## src/rtl/chain_rd_pkg.sv

```systemverilog
package chain_rd_pkg;
    typedef enum logic [1:0] {
        ST_IDLE = 2'd0,
        ST_CAP  = 2'd1,
        ST_LOW  = 2'd2,
        ST_HIGH = 2'd3
    } rd_state_e;
endpackage

```

## src/rtl/chain_phase_timer.sv

```systemverilog
module chain_phase_timer #(
    parameter int DIV_W = 4
) (
    input  logic             clk,
    input  logic             rst_n,
    input  logic             restart,
    input  logic [DIV_W-1:0] div,
    output logic             tick
);
    typedef struct packed {
        logic [DIV_W-1:0] cnt;
    } tmr_t;

    tmr_t r_d, r_q;

    assign tick = (r_q.cnt == div) && !restart;

    always_comb begin
        r_d = r_q;
        if (restart || tick) r_d.cnt = '0;
        else                 r_d.cnt = r_q.cnt + 1'b1;
    end

    always_ff @(posedge clk or negedge rst_n) begin
        if (!rst_n) r_q <= '0;
        else        r_q <= r_d;
    end

    // a phase never runs past its programmed length
    p_cnt_bound_r4: assert property (@(posedge clk) disable iff (!rst_n)
        !restart |-> r_q.cnt <= div);
endmodule

```

## src/rtl/chain_byte_packer.sv

```systemverilog
module chain_byte_packer #(
    parameter int IDX_W = 1
) (
    input  logic             clk,
    input  logic             rst_n,
    input  logic             take,
    input  logic             bit_in,
    input  logic             close,
    input  logic [IDX_W-1:0] idx_in,
    output logic [7:0]       byte_data,
    output logic             byte_vld,
    output logic [IDX_W-1:0] byte_idx
);
    typedef struct packed {
        logic [7:0]       acc;
        logic [7:0]       data;
        logic             vld;
        logic [IDX_W-1:0] idx;
    } pk_t;

    pk_t r_d, r_q;
    logic [7:0] merged;

    assign merged = {r_q.acc[6:0], bit_in};

    always_comb begin
        r_d     = r_q;
        r_d.vld = 1'b0;
        if (take) begin
            if (close) begin
                r_d.data = merged;
                r_d.vld  = 1'b1;
                r_d.idx  = idx_in;
                r_d.acc  = '0;
            end else begin
                r_d.acc  = merged;
            end
        end
    end

    always_ff @(posedge clk or negedge rst_n) begin
        if (!rst_n) r_q <= '0;
        else        r_q <= r_d;
    end

    assign byte_data = r_q.data;
    assign byte_vld  = r_q.vld;
    assign byte_idx  = r_q.idx;

    p_vld_pulse_r7: assert property (@(posedge clk) disable iff (!rst_n)
        byte_vld |=> !byte_vld);
endmodule

```

## src/rtl/chain_reader.sv

```systemverilog
module chain_reader
    import chain_rd_pkg::*;
#(
    parameter int NUM_DEV = 2,
    parameter int DIV_W   = 4,
    parameter int IDX_W   = (NUM_DEV > 1) ? $clog2(NUM_DEV) : 1
) (
    input  logic             clk,
    input  logic             rst_n,
    input  logic             start,
    input  logic [DIV_W-1:0] div,
    input  logic             ser_in,
    output logic             cap_n,
    output logic             sclk,
    output logic             sen_n,
    output logic [7:0]       byte_data,
    output logic             byte_vld,
    output logic [IDX_W-1:0] byte_idx,
    output logic             done
);
    localparam int TOTAL = NUM_DEV * 8;
    localparam int BIT_W = $clog2(TOTAL + 1);

    typedef struct packed {
        rd_state_e        st;
        logic [BIT_W-1:0] nbit;
        logic [DIV_W-1:0] div;
        logic             done;
    } ctl_t;

    ctl_t r_d, r_q;
    logic             tick;
    logic             take;
    logic             close;
    logic [BIT_W-1:0] grp;
    logic [IDX_W-1:0] idx;

    chain_phase_timer #(.DIV_W(DIV_W)) u_tmr (
        .clk     (clk),
        .rst_n   (rst_n),
        .restart (r_q.st == ST_IDLE),
        .div     (r_q.div),
        .tick    (tick)
    );

    assign take  = (r_q.st == ST_LOW) && tick;
    assign close = (r_q.nbit[2:0] == 3'd7);
    assign grp   = r_q.nbit >> 3;
    assign idx   = grp[IDX_W-1:0];

    chain_byte_packer #(.IDX_W(IDX_W)) u_pack (
        .clk       (clk),
        .rst_n     (rst_n),
        .take      (take),
        .bit_in    (ser_in),
        .close     (close),
        .idx_in    (idx),
        .byte_data (byte_data),
        .byte_vld  (byte_vld),
        .byte_idx  (byte_idx)
    );

    always_comb begin
        r_d      = r_q;
        r_d.done = 1'b0;
        unique case (r_q.st)
            ST_IDLE: begin
                if (start) begin
                    r_d.st   = ST_CAP;
                    r_d.div  = div;
                    r_d.nbit = '0;
                end
            end
            ST_CAP: begin
                if (tick) r_d.st = ST_LOW;
            end
            ST_LOW: begin
                if (tick) begin
                    r_d.st   = ST_HIGH;
                    r_d.nbit = r_q.nbit + 1'b1;
                end
            end
            ST_HIGH: begin
                if (tick) begin
                    if (r_q.nbit == BIT_W'(TOTAL)) begin
                        r_d.st   = ST_IDLE;
                        r_d.done = 1'b1;
                    end else begin
                        r_d.st   = ST_LOW;
                    end
                end
            end
            default: r_d.st = ST_IDLE;
        endcase
    end

    always_ff @(posedge clk or negedge rst_n) begin
        if (!rst_n) r_q <= '{st: ST_IDLE, default: '0};
        else        r_q <= r_d;
    end

    assign cap_n = (r_q.st != ST_CAP);
    assign sclk  = (r_q.st == ST_HIGH);
    assign sen_n = !((r_q.st == ST_LOW) || (r_q.st == ST_HIGH));
    assign done  = r_q.done;

    p_cap_quiet_r2: assert property (@(posedge clk) disable iff (!rst_n)
        !cap_n |-> (!sclk && sen_n));
    p_clk_enabled_r3: assert property (@(posedge clk) disable iff (!rst_n)
        sclk |-> !sen_n);
    p_done_pulse_r8: assert property (@(posedge clk) disable iff (!rst_n)
        done |=> !done);
    p_done_idle_r8: assert property (@(posedge clk) disable iff (!rst_n)
        done |-> (sen_n && !sclk && cap_n));
    p_idx_range_r7: assert property (@(posedge clk) disable iff (!rst_n)
        byte_vld |-> (int'(byte_idx) < NUM_DEV));
    p_no_restart_r9: assert property (@(posedge clk) disable iff (!rst_n)
        (!sen_n && start) |=> cap_n);
endmodule

```

## config.mk

```make
export PLATFORM = sky130hd
export DESIGN_NAME = chain_reader
export DESIGN_NICKNAME = d
export VERILOG_FILES = /design/src/rtl/chain_rd_pkg.sv /design/src/rtl/chain_phase_timer.sv /design/src/rtl/chain_byte_packer.sv /design/src/rtl/chain_reader.sv
export SDC_FILE = /design/constraint.sdc
export NUM_CORES = 1
export LEC_CHECK = 0
export BUFFER_PORTS_ARGS = -buffer_cell sky130_fd_sc_hd__buf_2
export CORE_MARGIN = 10
export CORE_UTILIZATION = 35
export CTS_BUF_LIST = sky130_fd_sc_hd__clkbuf_2 sky130_fd_sc_hd__clkbuf_4 sky130_fd_sc_hd__clkbuf_8
export DETAILED_ROUTE_END_ITERATION = 16
export PLACE_DENSITY = 0.5
export SETUP_SLACK_MARGIN = 0.3
export SYNTH_ARGS = -nofsm -noshare
export SYNTH_HDL_FRONTEND = slang
export SYNTH_HIERARCHICAL = 1
export SYNTH_SLANG_ARGS = --single-unit
```

## constraint.sdc

```tcl
create_clock -name clk -period 6.27 [get_ports clk]
set_input_delay 1.254 -clock clk [delete_from_list [all_inputs] [get_ports clk]]
set_output_delay 1.254 -clock clk [all_outputs]
set_load 0.01 [all_outputs]
```

### Yosys cells after proc, flatten, opt, wreduce, memory -nomap -nowiden

Cells that the tools add are included.

| storage, ports and cells | value |
|---|---|
| input port bits | 8 |
| output and inout bits | 14 |
| logic and storage cells | 48 |
| flip-flop bits (word level) | 33 |

| cells by class | value |
|---|---|
| mux-type cells | 14 |
| add/sub/neg operators | 2 |
| reductions and logical operators | 12 |
| equal/unequal tests | 11 |

Operator list:

| kind | number |
|---|---|
| 7-bit 2-to-1 mux | 2 |
| 11-bit 2-to-1 mux | 1 |
| 2-bit 2-to-1 mux | 5 |
| 5-bit one-hot mux with 2 select lines | 1 |
| 2-bit one-hot mux with 4 select lines | 1 |
| 2-bit != test (second input constant) | 3 |
| 5-bit by 1-bit adder with 5-bit output (second input constant) | 1 |
| 5-bit equality test (second input constant) | 1 |
| 4-bit by 1-bit adder with 4-bit output (second input constant) | 1 |
| 2-bit equality test (second input constant) | 2 |
| 4-bit equality test | 1 |
| 4-bit 2-to-1 mux | 1 |
| 2-bit by 1-bit != test with 1-bit output (second input constant) | 2 |
| 2-bit AND reduction | 2 |
| 4-bit AND reduction | 1 |
| 3-bit equality test (second input constant) | 1 |
| 1-bit 2-to-1 mux | 3 |
| 3-bit AND reduction | 1 |
| 2-bit by 1-bit equality test with 1-bit output (second input constant) | 1 |
| 1-bit logical AND | 2 |
| 1-bit logical NOT | 2 |
| 2-bit logical NOT | 1 |
| 1-bit logical OR | 2 |
| 2-bit nonzero test | 1 |

### Longest topological paths before layout

| logic depth | value |
|---|---|
| depth after elaboration | 5 |
| gate-level depth with buffers | 8 |
| mapped depth without buffers | 7 |

### Cells and area by module

The synthesis kept the hierarchy.

By module, submodules not included:

| module | times used | area each (µm²) | sequential area each (µm²) | cells each |
|---|---|---|---|---|
| chain_byte_packer | 1 | 654.4 | 425.4 | 44 |
| chain_reader | 1 | 631.9 | 300.3 | 54 |
| chain_phase_timer | 1 | 222.7 | 100.1 | 18 |

### Worst setup path after synthesis

Ideal clock, no wire load.

| path | value |
|---|---|
| path kind | input -> register |
| from | in start |
| to | reg, netlist name r_q[1] |
| setup time | 0.125 ns |
| path buffers | 1 |
| setup slack | 4.121 ns |
| arrival | 2.024 ns |
| data required time | 6.145 ns |
| stages | 3 |
| path through | or3b_4 > buf_6 > mux2_4 |

RTL lines:

| what | line | RTL |
|---|---|---|
| from (decl) | chain_reader.sv:10 | `input logic start,` |

### Worst setup path after layout

| path | value |
|---|---|
| from | reg u_tmr/r_q[1] (netlist bit) |
| to | reg u_pack.r_q (netlist bit u_pack/byte_data[2]) |

| between the ends | value |
|---|---|
| cells in the longest elaborated chain, start to end | 4 |

Ends and longest elaborated chain:

| what | line | RTL |
|---|---|---|
| from (decl) | chain_phase_timer.sv:14 | `tmr_t r_d, r_q;` |
| from (signal assigned) | chain_phase_timer.sv:26 | `else r_q <= r_d;` |
| 4-bit equality test | chain_phase_timer.sv:16 | `assign tick = (r_q.cnt == div) && !restart;` |
| 1-bit logical AND | chain_phase_timer.sv:16 |  |
| named net tick | chain_reader.sv:32 | `logic tick;` |
| 1-bit logical AND | chain_reader.sv:46 | `assign take = (r_q.st == ST_LOW) && tick;` |
| named net take | chain_reader.sv:33 | `logic take;` |
| 2-bit AND reduction (no line) | -- |  |
| to (signal assigned) | chain_byte_packer.sv:43 | `else r_q <= r_d;` |
| to (decl) | chain_byte_packer.sv:21 | `pk_t r_d, r_q;` |

The timed path passes the listed nets, and every way through them passes these cells.
A chain may end at the register's enable or synchronous reset.

==> results.yml <==
clocking:
  cts_inserted_buffers: 5
  cts.root.buffer_cell: "clkbuf_8"
  clock_tree_from_tritoncts: "done"
  worst_skew_pair.late_latency_ns: 0.28
  post_cts_hold_buffer_count: 0
  postCtsSetupBuffers: 0
  number_of_clock_sinks: 33
  clock_tree_buf_depth: 2
  post_cts_sizing_count: 0
  cts.clk_slew.worst_paths_ns: 0.06
  clock_tree.htree_level_count: 2
floorplanning:
  die-area_mm2: 0.007338
  die_w_um: 85.66
  effective_utilization_at_floorplan: 0.3693
  core_region_area_mm2: 0.004086
  pin_count: 22
  placementRows: 23
  die-height_um: 85.66
critical_path:
  worst_setup_path_endpoint: "u_pack/byte_data[2]"
  worst_ep_arrival_time_ns: 2.90
  crit_type: "flop to flop"
  worst_ep_required_time_ns: 6.44
  critical_path.reg2reg.startpoint: "u_tmr/r_q[1]"
  critical_path.endpoint_type: "flop"
  critPathLaunch: "u_tmr/r_q[1]"
  regToRegEndpoint: "u_pack/byte_data[2]"
  path_max_fanout: 10
  reg2reg_setup_slack_ns: 3.53
  timing.critical_path.from_type: "flop"
  reg2regPathDepth: 7
sta:
  final.setup_skew_ns: 0.004568
  finalCriticalPeriod_ns: 2.735
  setup_violations: 0
  hold_violations: 0
  holdWs_ns: 0.4783
  slew_headroom: 0.3821
  rsz0062_at_grt: "false"
  timing.final.crit_share: 0.4362
  timing.setup.tns_ns: 0
  worstMarginPinSlew_ns: 0.9198
  finalMaxSlewViolations: 0
  clock.fmax_mhz: 365.6
synthesis:
  syn-mean-instance-area_um2: 13.01
  yosys_register_bits: 33
  synthesis.nets: 128
  synth.yosys.warnings: 6
  seq_total_area_yosys: 0.5473
  synth_area_mm2: 0.001509
  postSynthCellCount: 116
  synth_cell_type_count: 31
status:
  status: "finished clean"
final_layout:
  final_common_cell: "dfrtp_1"
  mostFrequentLayoutCells: "dfrtp_1 (33), buf_2 (21), inv_1 (9), mux2_2 (9), a22o_2 (6)"
  drive_gt1_frac: 0.3972
  num-nets-final: 152
  layout.filler_cells: 395
  area_growth_syn_to_layout_pct: 14.59
  stdcell_area_mm2: 0.001729
  ant_cells: 0
  area_used_by_multi_input_combinational_logic_um2: 610.6
  seqCellArea_um2: 825.8
power:
  powerDensity_mw_per_mm2: 457.9
  vdd_ir_drop_max_uv: 159.5
  total_power_uw: 791.7
  static-leakage-power_uw: 0.0008802
routing:
  routed-via-count: 915
  routedWlPerCell_um: 15.07
  first_iter_violations: 17
  number_of_search_and_repair_iterations_in_the_first_detailed_routing_pass: 3
  drtAntennaViolNets: 0
  drcViolationCount: 0
  postRouteWirelength_um: 2878
  vias_per_cell: 4.791
run:
  max_cap_viols: 0
grt:
  grt.overflow.total: 0
  grt_first_pass_wirelength_um: 5030
  grt_max_degree: 34
  globalRouteTotalUtil: 0.08604
  first_global_vias: 1004
  grt_antenna_before_repair: 0
placement:
  postPlaceCellArea_mm2: 0.001638
  buffer_ports.inserted: 21
  place_hpwl_um: 2091
  finalWeightedCongestion: 0.7977
hold_path:
  min_path_type: "flop to flop"
==> layer usage <==
metal | global-route usage | wire (um) | part of all wire | vias up
li1 | - | - | - | 452
met1 | 0.1061 | 1356 | 0.47 | 438
met2 | 0.1206 | 1270 | 0.44 | 18
met3 | 0.04163 | 186 | 0.065 | 7
met4 | 0.04491 | 65 | 0.023 | 0
met5 | 0 | 0 | 0 | -
==> final cells by class <==
| type | instances | area share |
|---|---|---|
| flip-flops and latches | 33 | 0.4776 |
| multi-input cells | 70 | 0.3531 |
| repair buffers | 21 | 0.06078 |
| clock buffers | 8 | 0.05282 |
| well taps | 50 | 0.03618 |
| inverters | 9 | 0.01954 |
==> logic make-up after synthesis <==
logic type / share of synthesized area
AO/OA/AOI/OAI: 0.08127
XOR/XNOR: 0.03483
adder cells (fa/ha/maj): 0.03317
buffers and inverters: 0.04809
flip-flops: 0.5473
multiplexers: 0.1269
AND/OR/NAND/NOR: 0.1285
==> critical path, stage by stage (launching register included) <==
cell and delay [ns]:
dfrtp_1 0.41, xor2_1 0.18, nor4_4 0.38, and2b_2 0.27, inv_1 0.10, nor3_1 0.71
nand2_4 0.23, mux2_2 0.34
==> per-stage QoR <==
| step | utilization | worst slack, ns | cells |
|---|---|---|---|
| after CTS | 0.4231 | 3.511 | 191 |
| final | 0.4231 | 3.535 | 191 |
| after global routing | 0.4231 | 3.277 | 191 |
| after floorplan | - | 4.121 | 116 |
| after global placement | 0.4008 | 3.627 | 183 |
| after detailed placement | 0.4008 | 3.514 | 183 |
==> where the power goes <==
group | internal, uW | leakage [uW] | switching, uW
clock network | 91.7 | 0.0000498 | 71.7
registers | 279 | 0.000414 | 66.7
logic | 147 | 0.000416 | 136
total | 517 | 0.000880 | 274
==> synthesized netlist by cell type (all sizes together) <==
cell,n,area [um^2]
a211oi,1,7.510
a21oi,2,10.01
a22o,8,77.58
and2,2,15.01
and2b,2,17.52
and4b,1,11.26
buf,4,38.78
dfrtp,33,825.8
ha,4,50.05
inv,9,33.78
mux2,13,161.4
mux2i,3,30.03
nand2,5,26.27
nand3,3,15.01
nand3b,3,22.52
nand4,1,6.260
nor2,2,7.510
nor2b,1,6.260
nor3,4,20.02
nor3b,1,7.510
nor4,2,27.53
o21ai,4,20.02
o21bai,1,7.510
or3b,1,11.26
xnor2,1,8.760
xor2,5,43.79
==> how the worst min path moves through the flow <==
stage          endpoint  slack, ns    from  cells past startpoint
3_3_place_gp     grp[1]       0.48  grp[1]                      1
4_1_cts          grp[1]       0.48  grp[1]                      1
5_1_grt          grp[1]       0.51  grp[1]                      1
6_report         grp[1]       0.48  grp[1]                      1
2_1_floorplan    grp[1]       0.45  grp[1]                      1
3_5_place_dp     grp[1]       0.48  grp[1]                      1
==> sequential cells by signal, indices dropped and copies added (netlist names) <==
signal and cells:
done 1, grp 2, r_q 9, u_pack/byte_data 8, u_pack/byte_idx 1, u_pack/byte_vld 1, u_pack/merged 7, u_tmr/r_q 4
Note: power is estimated with default switching activity, not from simulation.
